[config.mk]
export PLATFORM = sky130hd
export DESIGN_NAME = pulse_timer
export DESIGN_NICKNAME = d
export VERILOG_FILES = /design/src/rtl/pulse_timer_pkg.sv /design/src/rtl/pulse_timer_bcd.sv /design/src/rtl/pulse_timer_ctrl.sv /design/src/rtl/pulse_timer_dp.sv /design/src/rtl/pulse_timer.sv
export SDC_FILE = /design/constraint.sdc
export NUM_CORES = 1
export LEC_CHECK = 0
export ABC_AREA = 1
export BUFFER_PORTS_ARGS = -buffer_cell sky130_fd_sc_hd__buf_2
export CAP_MARGIN = 20
export CELL_PAD_IN_SITES_DETAIL_PLACEMENT = 2
export CELL_PAD_IN_SITES_GLOBAL_PLACEMENT = 2
export CORE_ASPECT_RATIO = 0.8
export CORE_MARGIN = 2
export CORE_UTILIZATION = 32
export DETAILED_ROUTE_END_ITERATION = 6
export HOLD_SLACK_MARGIN = 0.06
export PLACE_DENSITY_LB_ADDON = 0.1
export SETUP_SLACK_MARGIN = 0.15
export SYNTH_ARGS = -nofsm -noshare
export SYNTH_HDL_FRONTEND = slang
export SYNTH_SLANG_ARGS = --single-unit
[constraint.sdc]
create_clock -name clk -period 12.9 [get_ports clk]
set_input_delay 2.58 -clock clk [delete_from_list [all_inputs] [get_ports clk]]
set_output_delay 2.58 -clock clk [all_outputs]
set_load 0.02 [all_outputs]
[src/rtl/pulse_timer_pkg.sv]
package pulse_timer_pkg;

  // Strobes from control to datapath; at most one is high per cycle.
  typedef struct packed {
    logic load;   // take the (clamped) preset into the counter
    logic dec;    // count down by one
    logic clear;  // force the counter to zero
  } tmrStrobe_t;

endpackage

[src/rtl/pulse_timer_bcd.sv]
module pulse_timer_bcd #(
  parameter int BIN_W  = 10,
  parameter int DIGITS = 3
) (
  input  logic [BIN_W-1:0]    binIn,
  output logic [4*DIGITS-1:0] bcdOut
);

  localparam int BCD_W = 4 * DIGITS;

  logic [BCD_W-1:0] work;

  // Shift-and-add-three conversion, fully unrolled.
  always_comb begin
    work = '0;
    for (int i = BIN_W - 1; i >= 0; i--) begin
      for (int d = 0; d < DIGITS; d++) begin
        if (work[4*d +: 4] >= 4'd5) begin
          work[4*d +: 4] = work[4*d +: 4] + 4'd3;
        end
      end
      work = {work[BCD_W-2:0], binIn[i]};
    end
  end

  assign bcdOut = work;

endmodule

[src/rtl/pulse_timer_ctrl.sv]
module pulse_timer_ctrl
  import pulse_timer_pkg::*;
(
  input  logic       clk,
  input  logic       rst,
  input  logic       tickEn,
  input  logic       startIn,
  input  logic       resetIn,
  input  logic       lastCount,
  input  logic       presetZero,
  output tmrStrobe_t strobe,
  output logic       running
);

  logic startPrev;
  logic resetPrev;
  logic startRise;
  logic resetRise;
  logic runNext;

  always_ff @(posedge clk) begin
    if (rst) begin
      startPrev <= 1'b0;
      resetPrev <= 1'b0;
    end else begin
      startPrev <= startIn;
      resetPrev <= resetIn;
    end
  end

  assign startRise = startIn & ~startPrev;
  assign resetRise = resetIn & ~resetPrev;

  // Priority: reset edge while running, then start edge, then tick.
  always_comb begin
    strobe = '0;
    if (running && resetRise) begin
      strobe.clear = 1'b1;
    end else if (startRise) begin
      strobe.load = 1'b1;
    end else if (running && tickEn) begin
      strobe.dec = 1'b1;
    end
  end

  always_comb begin
    runNext = running;
    if (strobe.clear) begin
      runNext = 1'b0;
    end else if (strobe.load) begin
      runNext = ~presetZero;
    end else if (strobe.dec) begin
      runNext = ~lastCount;
    end
  end

  always_ff @(posedge clk) begin
    if (rst) begin
      running <= 1'b0;
    end else begin
      running <= runNext;
    end
  end

  // an idle timer without a start edge stays idle
  p_level_no_start_r1: assert property (@(posedge clk) disable iff (rst)
    (!running && !(startIn && !startPrev)) |=> !running);

  // a start edge with a nonzero preset and no stop makes it run
  p_edge_starts_r1: assert property (@(posedge clk) disable iff (rst)
    (startIn && !startPrev && !presetZero && !(running && resetIn && !resetPrev)) |=> running);

  // a reset edge while running stops the pulse
  p_reset_stops_r5: assert property (@(posedge clk) disable iff (rst)
    (running && resetIn && !resetPrev) |=> !running);

  // a zero preset on a start edge produces no pulse
  p_zero_preset_r8: assert property (@(posedge clk) disable iff (rst)
    (startIn && !startPrev && presetZero) |=> !running);

  p_one_strobe_r4: assert property (@(posedge clk) disable iff (rst)
    $onehot0({strobe.load, strobe.dec, strobe.clear}));

endmodule

[src/rtl/pulse_timer_dp.sv]
module pulse_timer_dp
  import pulse_timer_pkg::*;
#(
  parameter int CNT_W      = 10,
  parameter int DIGITS     = 3,
  parameter int MAX_PRESET = 999
) (
  input  logic                clk,
  input  logic                rst,
  input  tmrStrobe_t          strobe,
  input  logic [CNT_W-1:0]    presetIn,
  output logic [CNT_W-1:0]    count,
  output logic [4*DIGITS-1:0] bcd,
  output logic                lastCount,
  output logic                presetZero
);

  localparam logic [CNT_W-1:0] MAX_CNT = CNT_W'(MAX_PRESET);
  localparam logic [CNT_W-1:0] ONE_CNT = CNT_W'(1);

  logic [CNT_W-1:0] presetEff;

  assign presetEff  = (presetIn > MAX_CNT) ? MAX_CNT : presetIn;
  assign presetZero = (presetEff == '0);
  assign lastCount  = (count == ONE_CNT);

  always_ff @(posedge clk) begin
    if (rst) begin
      count <= '0;
    end else if (strobe.clear) begin
      count <= '0;
    end else if (strobe.load) begin
      count <= presetEff;
    end else if (strobe.dec) begin
      count <= count - ONE_CNT;
    end
  end

  pulse_timer_bcd #(
    .BIN_W (CNT_W),
    .DIGITS(DIGITS)
  ) u_bcd (
    .binIn (count),
    .bcdOut(bcd)
  );

  // a decrement lowers the count by exactly one
  p_dec_one_r6: assert property (@(posedge clk) disable iff (rst)
    strobe.dec |=> (count == $past(count) - ONE_CNT));

  // with no strobe the count holds
  p_hold_r6: assert property (@(posedge clk) disable iff (rst)
    !(strobe.dec || strobe.load || strobe.clear) |=> $stable(count));

  // a load takes the full clamped preset
  p_reload_r4: assert property (@(posedge clk) disable iff (rst)
    strobe.load |=> (count == $past(presetEff)));

  // a clear zeroes the count
  p_clear_r5: assert property (@(posedge clk) disable iff (rst)
    strobe.clear |=> (count == '0));

  // the count never exceeds the largest preset
  p_no_overflow_r8: assert property (@(posedge clk) disable iff (rst)
    count <= MAX_CNT);

  // every BCD digit is decimal
  p_digit_range_r7: assert property (@(posedge clk) disable iff (rst)
    (bcd[3:0] <= 4'd9) && (bcd[7:4] <= 4'd9) && (bcd[11:8] <= 4'd9));

  // digits weighted back equal the binary count
  p_bcd_value_r7: assert property (@(posedge clk) disable iff (rst)
    (32'(bcd[3:0]) + 32'(bcd[7:4]) * 10 + 32'(bcd[11:8]) * 100) == 32'(count));

endmodule

[src/rtl/pulse_timer.sv]
module pulse_timer
  import pulse_timer_pkg::*;
#(
  parameter int CNT_W      = 10,
  parameter int DIGITS     = 3,
  parameter int MAX_PRESET = 999
) (
  input  logic                clk,
  input  logic                rst,
  input  logic                tickEn,
  input  logic                startIn,
  input  logic                resetIn,
  input  logic [CNT_W-1:0]    presetIn,
  output logic                qOut,
  output logic [CNT_W-1:0]    remainBin,
  output logic [4*DIGITS-1:0] remainBcd
);

  tmrStrobe_t       strobe;
  logic             running;
  logic             lastCount;
  logic             presetZero;
  logic [CNT_W-1:0] count;

  pulse_timer_ctrl u_ctrl (
    .clk       (clk),
    .rst       (rst),
    .tickEn    (tickEn),
    .startIn   (startIn),
    .resetIn   (resetIn),
    .lastCount (lastCount),
    .presetZero(presetZero),
    .strobe    (strobe),
    .running   (running)
  );

  pulse_timer_dp #(
    .CNT_W     (CNT_W),
    .DIGITS    (DIGITS),
    .MAX_PRESET(MAX_PRESET)
  ) u_dp (
    .clk       (clk),
    .rst       (rst),
    .strobe    (strobe),
    .presetIn  (presetIn),
    .count     (count),
    .bcd       (remainBcd),
    .lastCount (lastCount),
    .presetZero(presetZero)
  );

  assign qOut      = running;
  assign remainBin = count;

  // control's run flag and datapath's count agree
  p_q_tracks_count_r3: assert property (@(posedge clk) disable iff (rst)
    qOut == (count != '0));

endmodule

### After elaboration in Yosys (flattened, before gate mapping)

Index checks and enable logic that the tools add are counted.

* muxes and demuxes: 22
* reduce and logical (&&, ||, !) cells: 5
* magnitude comparators: 13
* add/subtract/negate cells: 13
* eq/ne operators: 1
* bitwise gates (word level): 6

Operators by type and width (count)
* 2-to-1 mux 4 bit: 11
* adder 4 x 2 -> 4 bit (second input constant): 9
* greater-or-equal comparator 4 x 3 -> 1 bit (second input constant): 9
* 2-to-1 mux 10 bit: 3
* == test 10 x 1 -> 1 bit (second input constant): 1
* greater-than comparator 10 bit (second input constant): 1
* zero test 10 bit: 1
* subtractor 10 x 1 -> 10 bit (second input constant): 1
* greater-or-equal comparator 3 bit (second input constant): 3
* adder 3 x 2 -> 4 bit (second input constant): 2
* 2-to-1 mux 1 bit: 6
* NOT 1 bit: 4
* adder 3 x 2 -> 3 bit (second input constant): 1
* 2-to-1 mux 3 bit: 1
* bitwise AND 1 bit: 2
* logical AND 1 bit: 2
* 2-to-1 mux 2 bit: 1
* nonzero test 2 bit: 1
* OR reduction 2 bit: 1

* bits of input ports: 15
* register bits: 13

### Logic depth before layout (Yosys ltp)

Gate-level depths: netlist (run 1).

* depth in word-level cells: 14
* mapped depth: 43
* gate-level depth less buffers: 43

### Cells and area by module

From an unflattened synthesis (run 1), not the netlist that was laid out.

* cell total of the unflattened synthesis: 383
* area total of the unflattened synthesis: 2192.1 um^2

By module, submodules not included
* pulse_timer_bcd: instances 1, area an instance 1292.5 um^2, seq. area each 0.0 um^2, cells an instance 241
* pulse_timer_dp: instances 1, area an instance 745.7 um^2, seq. area each 200.2 um^2, cells an instance 118
* pulse_timer_ctrl: instances 1, area an instance 153.9 um^2, seq. area each 60.1 um^2, cells an instance 24

### Worst setup path before layout (run 1)

No wires, ideal clock.

* path type: reg-to-output
* start point: register u_dp.count[8]
* end point: output port remainBcd[10]
* arrival: 5.102 ns
* cell stages (with the launch flop): 42
* data required time: 10.320 ns
* path slack: 5.218 ns
* path buffers: 0
* path through: dfxtp_1 inv_1 ha_1 nand2_1 nand3_1 nand2_2 ha_1 inv_1 or2_2 nand3_2 nand2_4 nand2_1 nand2_1 inv_1 ha_1 inv_1 nor2_1 inv_1 (+6 left out) nor2_1 inv_1 o2111ai_1 nand2_2 ha_1 inv_1 a21oi_2 nand2_1 nand2_1 nand2_2 nand2_2 nand2_1 nand2_1 inv_1 ha_1 inv_1 a21oi_1 o21ai_0

* longest elaborated chain between the ends: 14
* elaborated cells between the ends (all ways): 27
* those cells by class: add/sub: 9; order compare: 9; mux: 9

Ends and longest elaborated chain
* start: declaration: RTL line pulse_timer_dp.sv:12 `output logic [CNT_W-1:0] count,`
* start signal: assignment: RTL line pulse_timer_dp.sv:33 `count <= presetEff;`
* start signal: assignment: RTL line pulse_timer_dp.sv:35 `count <= count - ONE_CNT;`
* adder 3 x 2 -> 4 bit or greater-or-equal comparator 3 bit (tied branches): RTL line pulse_timer_bcd.sv:19, pulse_timer_bcd.sv:18
* 2-to-1 mux 4 bit (*): RTL line pulse_timer_bcd.sv:18 `if (work[4*d +: 4] >= 4'd5) begin`
* adder 4 x 2 -> 4 bit or greater-or-equal comparator 4 x 3 -> 1 bit (tied branches): RTL line pulse_timer_bcd.sv:19, pulse_timer_bcd.sv:18
* 2-to-1 mux 4 bit: RTL line pulse_timer_bcd.sv:18
* greater-or-equal comparator 4 x 3 -> 1 bit or adder 4 x 2 -> 4 bit (tied branches): RTL line pulse_timer_bcd.sv:18, pulse_timer_bcd.sv:19
* 2-to-1 mux 4 bit: RTL line pulse_timer_bcd.sv:18
* adder 4 x 2 -> 4 bit, or another cell as far along: RTL line pulse_timer_bcd.sv:19 `work[4*d +: 4] = work[4*d +: 4] + 4'd3;`
* 2-to-1 mux 4 bit: RTL line pulse_timer_bcd.sv:18
* adder 4 x 2 -> 4 bit or greater-or-equal comparator 4 x 3 -> 1 bit (tied branches): RTL line pulse_timer_bcd.sv:19, pulse_timer_bcd.sv:18
* 2-to-1 mux 4 bit: RTL line pulse_timer_bcd.sv:18
* adder 4 x 2 -> 4 bit or greater-or-equal comparator 4 x 3 -> 1 bit (tied branches): RTL line pulse_timer_bcd.sv:19, pulse_timer_bcd.sv:18
* 2-to-1 mux 4 bit: RTL line pulse_timer_bcd.sv:18
* adder 3 x 2 -> 3 bit or greater-or-equal comparator 3 bit (tied branches): RTL line pulse_timer_bcd.sv:19, pulse_timer_bcd.sv:18
* 2-to-1 mux 3 bit (*): RTL line pulse_timer_bcd.sv:18
* end: declaration: RTL line pulse_timer.sv:16 `output logic [4*DIGITS-1:0] remainBcd`

Mark *: on every way between the ends. The rest lies on a longest branch, timed or not.

### Final worst setup path (run 1)

* start point: register u_dp.count[8]
* end point: output port remainBcd[6]

* longest elaborated chain between the ends: 14
* elaborated cells between the ends (all ways): 30
* those cells by class: add/sub: 10; order compare: 10; mux: 10

Ends and longest elaborated chain (RTL line)
* adder 3 x 2 -> 4 bit or greater-or-equal comparator 3 bit (tied branches): pulse_timer_bcd.sv:19, pulse_timer_bcd.sv:18
* 2-to-1 mux 4 bit (*): pulse_timer_bcd.sv:18
* adder 4 x 2 -> 4 bit or greater-or-equal comparator 4 x 3 -> 1 bit (tied branches): pulse_timer_bcd.sv:19, pulse_timer_bcd.sv:18
* 2-to-1 mux 4 bit: pulse_timer_bcd.sv:18
* greater-or-equal comparator 4 x 3 -> 1 bit or adder 4 x 2 -> 4 bit (tied branches): pulse_timer_bcd.sv:18, pulse_timer_bcd.sv:19
* 2-to-1 mux 4 bit: pulse_timer_bcd.sv:18
* adder 4 x 2 -> 4 bit, or another cell as far along: pulse_timer_bcd.sv:19
* 2-to-1 mux 4 bit: pulse_timer_bcd.sv:18
* adder 4 x 2 -> 4 bit or greater-or-equal comparator 4 x 3 -> 1 bit (tied branches): pulse_timer_bcd.sv:19, pulse_timer_bcd.sv:18
* 2-to-1 mux 4 bit: pulse_timer_bcd.sv:18
* adder 4 x 2 -> 4 bit or greater-or-equal comparator 4 x 3 -> 1 bit (tied branches): pulse_timer_bcd.sv:19, pulse_timer_bcd.sv:18
* 2-to-1 mux 4 bit: pulse_timer_bcd.sv:18
* adder 4 x 2 -> 4 bit or greater-or-equal comparator 4 x 3 -> 1 bit (tied branches): pulse_timer_bcd.sv:19, pulse_timer_bcd.sv:18
* 2-to-1 mux 4 bit (*): pulse_timer_bcd.sv:18

Marked as above.

==> qor.csv, run 1 <==
stage,metric,value,unit
setup_path,crit-path max FO,6,
route,Remaining DRCs,0,
setup_path,Critical Path Sink Type,output port,
placed_design,Placed Cells,467,
finish,most frequent cells in the layout,"nand2_1 (86), inv_1 (53), buf_2 (37)",
finish,fraction of layout cells with a size suffix above 1,0.2687,
clock_network,Clock Latency Late Sink,0.25,ns
die,core box area,6344,um2
placed_design,I/O Buffers,37,
setup_path,CP Data Arrival Time,5.84,ns
synth,number of synthesized register bits,13,
clock_network,Max Root-Sink Buffers,2,
hold_path,Hold Path Cell Cnt,2,
timing,RSZ-0062 raised after global routing,no,
setup_path,RR Startpoint,u_ctrl.running,
synth,"area leader, netlist",nand2_1,
die,starting density of the core,0.3296,
clock_network,Setup Buffers After CTS,0,
timing,Worst Clk Skew,0.009448,ns
clock_network,CTS tree,built,
global_routing,pin count of the biggest net entering global routing,11,
finish,Post-Layout Cell Count,471,
setup_path,CP Depth,43,
setup_path,largest stage delay on the critical path,0.47,ns
power_and_ir_drop,Power Total,575.7,uW
synth,Yosys top cell area share,0.1544,
run,Max-Cap Viols,0,
route,wire per inst,13.86,um
global_routing,antenna violations before repair,0,
die,row cnt,26,
synth,Synth Area in Compound Gates,0.1179,
global_routing,global-route wire length before repair,11.50,mm
timing,Final setup viols,0,
global_routing,GRT Total Usage,0.1913,
outcome,status,"complete, no violations",
timing,crit path time final,8.424,ns
setup_path,Register-to-Register Path Depth,10,
clock_network,Post-CTS Hold Buffers,0,
synth,Synth area leaders,"nand2_1 (15%), dfxtp_1 (12%), inv_1 (9.5%)",
synth,syn_nets,377,
synth,proportion of synthesized area in mux cells,0,
setup_path,WP buf/inv,11,
hold_path,type of the worst min-delay path,reg2reg,
finish,"leading cell type in the layout, fill and taps excluded",nand2_1,
route,Initial DRC Count,63,
synth,main combinational cell family by area after synthesis,simple AND/OR/NAND/NOR gates,
clock_network,clock sinks,13,
route,vias,2323,
setup_path,Most Frequent Cell on Critical Path,inv_1,
power_and_ir_drop,PwrDens,238.5,nW/um2
timing,Slew HR,0.6259,
timing,final period utilization,0.6531,
timing,Final Hold Fails,0,
clock_network,post-CTS sizing,0,
synth,syn_area_per_cell,6.008,um2
timing,Worst Max-Slew Pin Slew,0.5590,ns
synth,xor-xnor portion of the synthesized cell area,0.03351,
timing,setup TNS,0,ns
die,Die Area,7200,um2
timing,Hold Slack,0.4972,ns
setup_path,worst path required time,10.32,ns
die,I/O pins,38,
setup_path,"Largest delay share family, worst path",simple AND/OR/NAND/NOR gates,
timing,Max Slew Vio Count,0,
synth,Yosys cell types,39,
setup_path,Reg-to-Reg End,u_dp.count[1],
finish,Syn-to-layout area delta,15.44,%
synth,Syn Std Cell Area,2091,um2
clock_network,total CTS buffers,3,
hold_path,end of the worst hold path,u_ctrl.running,
setup_path,crit path kind,reg2out,
route,post-route antenna net violation count,0,
route,Via density,4.932,
power_and_ir_drop,VDD IR max,258.5,uV
synth,Synth Area in Simple Gates,0.5212,
synth,Synth Area in Adders,0.08378,
clock_network,clock-pin slew on the worst setup and hold paths,0.06,ns
synth,"Seq/Total Area, Yosys",0.1245,
die,die height,76.30,um
setup_path,startpoint types,flip-flop,
finish,# diodes,0,
clock_network,root buffer cell,clkbuf_8,
synth,warnings from Yosys,0,
global_routing,number of global-route vias before repair,2442,
placed_design,hpwl dp,5.487,mm
route,Detailed Routing Iterations Pass 1,4,
placed_design,final RePlAce weighted congestion,0.7564,
finish,Final nets,417,
global_routing,GRT overflow,0,
setup_path,Critical-path top delay cell,dfxtp_1,
hold_path,hold_sp,u_ctrl.running,
setup_path,r2r setup slk,10.34,ns
synth,Syn Inst Count,348,
clock_network,CTS HTree Levels,1,
power_and_ir_drop,Leakage,1.335,nW
die,Die X,94.37,um
timing,Fmax achieved,118.7,MHz
finish,final core occ,0.3805,
route,Routed WL,6.529,mm
-- Yosys cell counts, drive strengths merged --
| master | instances |
|---|---|
| nor2 | 22 |
| a2111oi | 1 |
| o2111ai | 1 |
| or4 | 1 |
| nand4 | 7 |
| o22ai | 3 |
| inv | 61 |
| buf | 2 |
| o211ai | 1 |
| dfxtp | 13 |
| xnor2 | 1 |
| nor4 | 2 |
| o41ai | 1 |
| ha | 14 |
| o21ai | 15 |
| a31oi | 2 |
| nand2 | 116 |
| and2 | 1 |
| xor2 | 7 |
| or2 | 4 |
| clkinv | 2 |
| nor3 | 6 |
| a21oi | 15 |
| a32oi | 1 |
| nand3 | 49 |
-- tightest hold or removal path: cells and delay by family (launching register included) --
family          cells  cell delay [ns]
compound gates      1             0.06
flops               1             0.32
simple gates        1             0.07
-- registers in the layout (all words and copies together) (netlist names) --
name	count
u_ctrl.startPrev	1
u_ctrl.running	1
u_dp.count	10
u_ctrl.resetPrev	1
-- kinds of logic after synthesis --
logic type                 Yosys count
adders and majority gates           14
buffers and inverters               65
DFF                                 13
and+or+nand+nor                    208
xor gates and xnor gates             8
AOI/OAI and AO/OA                   40
-- metal layers --
metal,up-vias,global-route usage,share of wire
li1,1201,-,-
met1,1099,0.2677,0.52
met2,21,0.3286,0.46
met3,2,0.02176,0.015
met4,0,0.01304,0.0012
met5,-,0,0
-- worst max-delay path by stage --
| stage | from | endpoint |
|---|---|---|
| after floorplan | u_dp.count[8] | remainBcd[10] |
| after global placement | u_dp.count[8] | remainBcd[9] |
| after detailed placement | u_dp.count[8] | remainBcd[6] |
| after CTS | u_dp.count[8] | remainBcd[6] |
| after global routing | u_dp.count[8] | remainBcd[10] |
| final | u_dp.count[8] | remainBcd[6] |
-- where the power goes --
part           switching, mW  internal (mW)
logic                  0.332          0.155
clock network         0.0159         0.0218
registers            0.00663         0.0438
-- area by class of cell --
cell class,instances,area [um2]
tap,84,105.1
fill,838,3930
timing repair buffer,37,185.2
inverter,63,236.5
multi-input combinational,270,1582
clock buffer,4,45.04
sequential,13,260.3
-- per-stage QoR --
| stage | setup WS [ns] | area [um2] |
|---|---|---|
| CTS | 4.425 | 2414 |
| global placement | 5.000 | 2369 |
| floorplan | 5.218 | 2091 |
| detailed placement | 4.731 | 2369 |
| global route | 3.755 | 2414 |
| finish | 4.476 | 2414 |
Power figures use the tool's default switching activity.
==> inputs of run 2 (changes only) <==
--- a/config.mk
+++ b/config.mk
@@ -12,7 +12,7 @@
 export CELL_PAD_IN_SITES_GLOBAL_PLACEMENT = 2
 export CORE_ASPECT_RATIO = 0.8
 export CORE_MARGIN = 2
-export CORE_UTILIZATION = 32
+export CORE_UTILIZATION = 27
 export DETAILED_ROUTE_END_ITERATION = 6
 export HOLD_SLACK_MARGIN = 0.06
 export PLACE_DENSITY_LB_ADDON = 0.1
==> constraint.sdc (replaced) <==
create_clock -name clk -period 6.92 [get_ports clk]
set_input_delay 1.384 -clock clk [delete_from_list [all_inputs] [get_ports clk]]
set_output_delay 1.384 -clock clk [all_outputs]
set_load 0.02 [all_outputs]
==> run 2 against run 1 <==
Compared with the run above: sequential share of layout area decreased by 0.81 points; utilization shrank 2.2 points; final cell count up 6.4%; critical endpoint unchanged.
==> qor.csv, run 2 (synthesis results as in run 1) <==
stage,metric,value,unit,change
clock_network,clock sinks,13,,unchanged
setup_path,Critical Path Sink Type,output port,,
finish,fraction of layout cells with a size suffix above 1,0.3510,,+0.08228
global_routing,number of global-route vias before repair,2450,,+0.33%
setup_path,crit-path max FO,6,,unchanged
run,Max-Cap Viols,0,,unchanged
placed_design,hpwl dp,5.609,mm,+2.2%
setup_path,startpoint types,flip-flop,,
power_and_ir_drop,logic gate share of total power,0.859,,+0.012
setup_path,worst path required time,5.54,ns,-4.78 ns
timing,Hold Slack,0.5079,ns,+0.01078 ns
die,core box area,7462,um2,+18%
finish,Reg area,266.5,um2,+2.4%
finish,largest register by flop count,u_dp.count,,
timing,PnR worst setup slack,0.4501,ns,-4.026 ns
setup_path,Most Frequent Cell on Critical Path,nand2_2,,
timing,final period utilization,0.9350,,
finish,# diodes,0,,unchanged
die,I/O pins,38,,unchanged
setup_path,Critical-path top delay cell,dfxtp_4,,
route,Routed WL,7.091,mm,+8.6%
die,die height,82.71,um,+8.4%
clock_network,Post-CTS Hold Buffers,0,,unchanged
timing,Final Hold Fails,0,,unchanged
clock_network,Max Root-Sink Buffers,2,,unchanged
power_and_ir_drop,internal power,466.3,uW,+110%
finish,Finished Cell Area,2673,um2,+11%
power_and_ir_drop,Clock power frac,0.060,,-0.006
power_and_ir_drop,share of power burned in registers,0.081,,-0.007
global_routing,pin count of the biggest net entering global routing,11,,unchanged
power_and_ir_drop,PwrDens,436.2,nW/um2,+83%
placed_design,placed cell areas,2395,um2,+1.1%
finish,most frequent cells in the layout,"nand2_1 (78), inv_1 (49), buf_2 (34)",,
power_and_ir_drop,Sw Ratio,0.6001,,-0.01624
finish,Final nets,426,,+2.2%
route,vias,2378,,+2.4%
die,row cnt,28,,+7.7%
clock_network,clock-pin slew on the worst setup and hold paths,0.06,ns,about the same
route,Detailed Routing Iterations Pass 1,5,,+1
global_routing,GRT overflow,0,,unchanged
timing,setup TNS,0,ns,unchanged
placed_design,final RePlAce weighted congestion,0.8014,,+5.9%
finish,Layout fillers,939,,+12%
timing,Worst Clk Skew,0.001963,ns,-0.007486 ns
timing,Worst Max-Slew Pin Slew,0.5917,ns,+0.03262 ns
clock_network,total CTS buffers,3,,unchanged
route,Remaining DRCs,0,,unchanged
timing,Final setup viols,0,,unchanged
timing,RSZ-0062 raised after global routing,no,,
timing,Fmax achieved,154.6,MHz,
clock_network,CTS tree,built,,
route,wire per inst,14.15,um,+2.1%
clock_network,Clock Latency Late Sink,0.24,ns,about the same
global_routing,antenna violations before repair,0,,unchanged
die,starting density of the core,0.2802,,-0.04940
finish,Multi-input gate area,1730,um2,+9.4%
setup_path,largest stage delay on the critical path,0.37,ns,-0.10 ns
power_and_ir_drop,Leakage,1.404,nW,+5.2%
route,Initial DRC Count,54,,-14%
hold_path,type of the worst min-delay path,reg2reg,,
outcome,status,"complete, no violations",,
placed_design,"worst slack, placed",-0.04527,ns,-4.776 ns
setup_path,crit path kind,reg2out,,
die,Die X,102.4,um,+8.5%
die,Die Area,8468,um2,+18%
timing,Max Slew Vio Count,0,,unchanged
clock_network,root buffer cell,clkbuf_8,,
placed_design,I/O Buffers,37,,unchanged
finish,Syn-to-layout area delta,27.83,%,
clock_network,CTS HTree Levels,1,,unchanged
timing,Slew HR,0.6019,,-0.02400
route,post-route antenna net violation count,0,,unchanged
global_routing,global-route wire length before repair,11.72,mm,+1.9%
global_routing,GRT Total Usage,0.1698,,-0.02142
setup_path,CP Data Arrival Time,5.09,ns,-0.75 ns
finish,"leading cell type in the layout, fill and taps excluded",nand2_1,,
finish,Largest register FFs,10,,unchanged
power_and_ir_drop,VDD IR max,350.7,uV,+36%
route,Via density,4.747,,-3.8%
power_and_ir_drop,Power Total,1.166,mW,+100%
power_and_ir_drop,P_sw,699.6,uW,+97%
timing,crit path time final,6.470,ns,
## run 2: cell type report
| type | count | share of cell area |
|---|---|---|
| inverter | 63 | 0.08942 |
| sequential | 13 | 0.09972 |
| clock buffer | 4 | 0.01685 |
| timing repair buffer | 46 | 0.09738 |
| multi-input combinational | 270 | 0.6475 |
| tap | 105 | 0.04916 |
## run 2: metal layers
| layer | GRT usage | share of wire | up-vias |
|---|---|---|---|
| li1 | - | - | 1218 |
| met1 | 0.2336 | 0.50 | 1134 |
| met2 | 0.2987 | 0.48 | 24 |
| met3 | 0.01936 | 0.019 | 2 |
| met4 | 0.01200 | 0.0014 | 0 |
| met5 | 0 | 0 | - |
## run 2: path summary, 6_finish.rpt
path / start / endpoint / slack (ns) / cells after the start
worst max-delay path: u_dp.count[8] / remainBcd[6] / 0.45 / 42
worst min-delay path: u_ctrl.running / u_ctrl.running / 0.51 / 2
worst max register to register: u_ctrl.running / u_dp.count[8] / 4.25 / 11
worst min register to register: u_ctrl.running / u_ctrl.running / 0.51 / 2
## run 2: critical path: cells and delay by family (launching register included)
| kind | cells | cell delay [ns] |
|---|---|---|
| flops | 1 | 0.37 |
| simple gates | 25 | 2.51 |
| fa+ha+maj | 6 | 1.06 |
| buf+inv | 10 | 0.75 |
| compound gates | 1 | 0.13 |
## run 2: power groups by stage
stage                     Combinational (mW)  Sequential (mW)  Clock, mW
after floorplan                        0.677           0.0985          0
after global placement                 0.892           0.0952          0
after detailed placement               0.914           0.0959          0
after CTS                              0.949           0.0942     0.0711
after global routing                    1.13           0.0965     0.0749
final                                   1.00           0.0943     0.0696
## run 2: per-stage QoR
| stage | std cells | utilization |
|---|---|---|
| after floorplan | 348 | - |
| after global placement | 488 | 0.3209 |
| after detailed placement | 488 | 0.3209 |
| after CTS | 494 | 0.3353 |
| after global routing | 501 | 0.3581 |
| final | 501 | 0.3581 |
## run 2: timing repair
| item | CTS | global route |
|---|---|---|
| endpoints found under the setup margin | 7 | 7 |
| buffers inserted | 2 | 7 |
| gates cloned | 0 | 0 |
| pin swaps | 5 | 14 |
| endpoints found under the hold margin | 0 | 0 |
| resized for setup | 16 | 28 |
==> inputs of run 3 (changes only) <==
--- a/config.mk
+++ b/config.mk
@@ -11,7 +11,7 @@
 export CELL_PAD_IN_SITES_DETAIL_PLACEMENT = 2
 export CELL_PAD_IN_SITES_GLOBAL_PLACEMENT = 2
 export CORE_ASPECT_RATIO = 0.8
-export CORE_MARGIN = 2
+export CORE_MARGIN = 1.5
 export CORE_UTILIZATION = 27
 export DETAILED_ROUTE_END_ITERATION = 6
 export HOLD_SLACK_MARGIN = 0.06
==> run 3 against run 2 <==
Compared with the run above: utilization is the same; largest power group unchanged; maximum frequency increased by 1.2%; global-route usage rose by 0.23 points.
==> qor.csv, run 3 (synthesis results as in run 1) <==
stage,metric,value,unit,change
setup_path,Critical Path Sink Type,output port,,
setup_path,Critical-path top delay cell,dfxtp_4,,
clock_network,clock sinks,13,,unchanged
route,Initial DRC Count,31,,-43%
route,wire per inst,13.99,um,-1.1%
setup_path,largest stage delay on the critical path,0.37,ns,about the same
setup_path,Most Frequent Cell on Critical Path,nand2_1,,
finish,# diodes,0,,unchanged
power_and_ir_drop,VDD IR max,317.4,uV,-9.5%
power_and_ir_drop,Leakage,1.424,nW,+1.4%
die,I/O pins,38,,unchanged
setup_path,Reg-to-Reg End,u_dp.count[8],,
global_routing,pin count of the biggest net entering global routing,11,,unchanged
die,core box area,7462,um2,unchanged
placed_design,I/O Buffers,37,,unchanged
timing,Slew HR,0.5972,,-0.004717
power_and_ir_drop,PwrDens,434.2,nW/um2,-0.47%
setup_path,WP buf/inv,10,,unchanged
timing,Final Hold Fails,0,,unchanged
clock_network,Max Root-Sink Buffers,2,,unchanged
clock_network,CTS HTree Levels,1,,unchanged
setup_path,CP Data Arrival Time,5.01,ns,-0.08 ns
timing,crit path time final,6.392,ns,-0.07830 ns
setup_path,Register-to-Register Path Depth,11,,unchanged
placed_design,hpwl dp,5.579,mm,-0.54%
die,starting density of the core,0.2802,,unchanged
power_and_ir_drop,Power Total,1.160,mW,-0.47%
global_routing,GRT Total Usage,0.1721,,+0.002266
finish,Largest register FFs,10,,unchanged
global_routing,antenna violations before repair,0,,unchanged
hold_path,Hold Path Cell Cnt,2,,unchanged
timing,setup TNS,0,ns,unchanged
route,vias,2393,,+0.63%
global_routing,GRT overflow,0,,unchanged
hold_path,end of the worst hold path,u_ctrl.running,,
route,Via density,4.739,,-0.17%
clock_network,Post-CTS Hold Buffers,0,,unchanged
setup_path,"Largest delay share family, worst path",simple AND/OR/NAND/NOR gates,,
placed_design,final RePlAce weighted congestion,0.7792,,-2.8%
setup_path,startpoint types,flip-flop,,
global_routing,global-route wire length before repair,11.50,mm,-1.8%
setup_path,RR Startpoint,u_ctrl.running,,
timing,RSZ-0062 raised after global routing,no,,
run,Max-Cap Viols,0,,unchanged
clock_network,clock-pin slew on the worst setup and hold paths,0.06,ns,about the same
setup_path,worst path required time,5.54,ns,about the same
finish,"leading cell type in the layout, fill and taps excluded",nand2_1,,
finish,largest register by flop count,u_dp.count,,
route,Routed WL,7.067,mm,-0.34%
timing,Fmax achieved,156.5,MHz,+1.2%
timing,Max Slew Vio Count,0,,unchanged
finish,most frequent cells in the layout,"nand2_1 (78), inv_1 (50), buf_2 (32)",,
hold_path,hold_sp,u_ctrl.running,,
timing,Worst Clk Skew,0.003988,ns,+0.002025 ns
finish,Final nets,430,,+0.94%
hold_path,type of the worst min-delay path,reg2reg,,
finish,fraction of layout cells with a size suffix above 1,0.3475,,-0.003510
die,Die Area,8284,um2,-2.2%
die,row cnt,28,,unchanged
route,post-route antenna net violation count,0,,unchanged
die,Die X,101.4,um,-0.98%
timing,Final setup viols,0,,unchanged
timing,final period utilization,0.9236,,-0.01131
global_routing,number of global-route vias before repair,2371,,-3.2%
outcome,status,"complete, no violations",,
die,die height,81.71,um,-1.2%
setup_path,crit-path max FO,6,,unchanged
finish,Syn-to-layout area delta,27.83,%,unchanged
route,Detailed Routing Iterations Pass 1,4,,-1
clock_network,Clock Latency Late Sink,0.25,ns,about the same
clock_network,CTS tree,built,,
setup_path,r2r setup slk,4.22,ns,-0.03 ns
route,Remaining DRCs,0,,unchanged
clock_network,total CTS buffers,3,,unchanged
clock_network,root buffer cell,clkbuf_8,,
setup_path,crit path kind,reg2out,,
timing,Worst Max-Slew Pin Slew,0.6020,ns,+0.01031 ns
[run 3: cell types whose count changed in the layout (fill, tap and decap cells not counted), sizes merged]
| cell | previous run | this run |
|---|---|---|
| buf | 46 | 50 |
[run 3: repair_timing]
| action | in CTS | in global routing |
|---|---|---|
| gates resized for setup | 7 | 31 |
| setup buffers | 3 | 8 |
| setup endpoints to repair | 7 | 7 |
| pin swaps | 5 | 15 |
[run 3: routing by layer]
metal / part of all wire / vias up / wire length [um] / global-route usage
li1: - / 1233 / - / -
met1: 0.51 / 1136 / 3570 / 0.2377
met2: 0.48 / 19 / 3362 / 0.2980
met3: 0.017 / 5 / 117 / 0.02298
met4: 0.0024 / 0 / 17 / 0.01250
met5: 0 / - / 0 / 0
[run 3: stage by stage]
stage | utilization | hold slack, ns | setup slack (ns) | cell area (um2) | std cells
floorplan | - | 0.5654 | 0.4342 | 2091 | 348
global placement | 0.3229 | 0.4970 | 0.4825 | 2410 | 490
detailed placement | 0.3229 | 0.5015 | 0.1451 | 2410 | 490
CTS | 0.3350 | 0.5139 | 0.1515 | 2500 | 497
global route | 0.3581 | 0.5456 | 0.06535 | 2673 | 505
finish | 0.3581 | 0.5049 | 0.5283 | 2673 | 505
[run 3: worst min-delay path, delay by kind of cell (launching register included)]
kind | cells | cell delay [ns]
and+or+nand+nor | 1 | 0.07
AOI/OAI and AO/OA | 1 | 0.06
DFF | 1 | 0.33
[run 3: area by class of cell]
cell class | instances | area, um2
Fill cell | 951 | 4790
Sequential cell | 13 | 266.5
Tap cell | 105 | 131.4
Timing Repair Buffer | 50 | 295.3
Clock buffer | 4 | 45.04
Multi-Input combinational cell | 270 | 1698
Inverter | 63 | 236.5
[run 3: report_power, final]
part	leakage [nW]	internal [mW]	switching, mW
registers	0.109	0.0819	0.0116
logic	1.29	0.347	0.649
clock network	0.0228	0.0408	0.0296
total	1.42	0.470	0.690
[run 3: worst max path at each step]
stage,endpoint,slack [ns],start,cells after the start
after floorplan,remainBcd[10],0.43,u_dp.count[8],41
after global placement,remainBcd[10],0.48,u_dp.count[7],41
after detailed placement,remainBcd[9],0.15,u_dp.count[7],40
after CTS,remainBcd[6],0.15,u_dp.count[7],41
after global routing,remainBcd[6],0.07,u_dp.count[8],42
final,remainBcd[5],0.53,u_dp.count[7],42
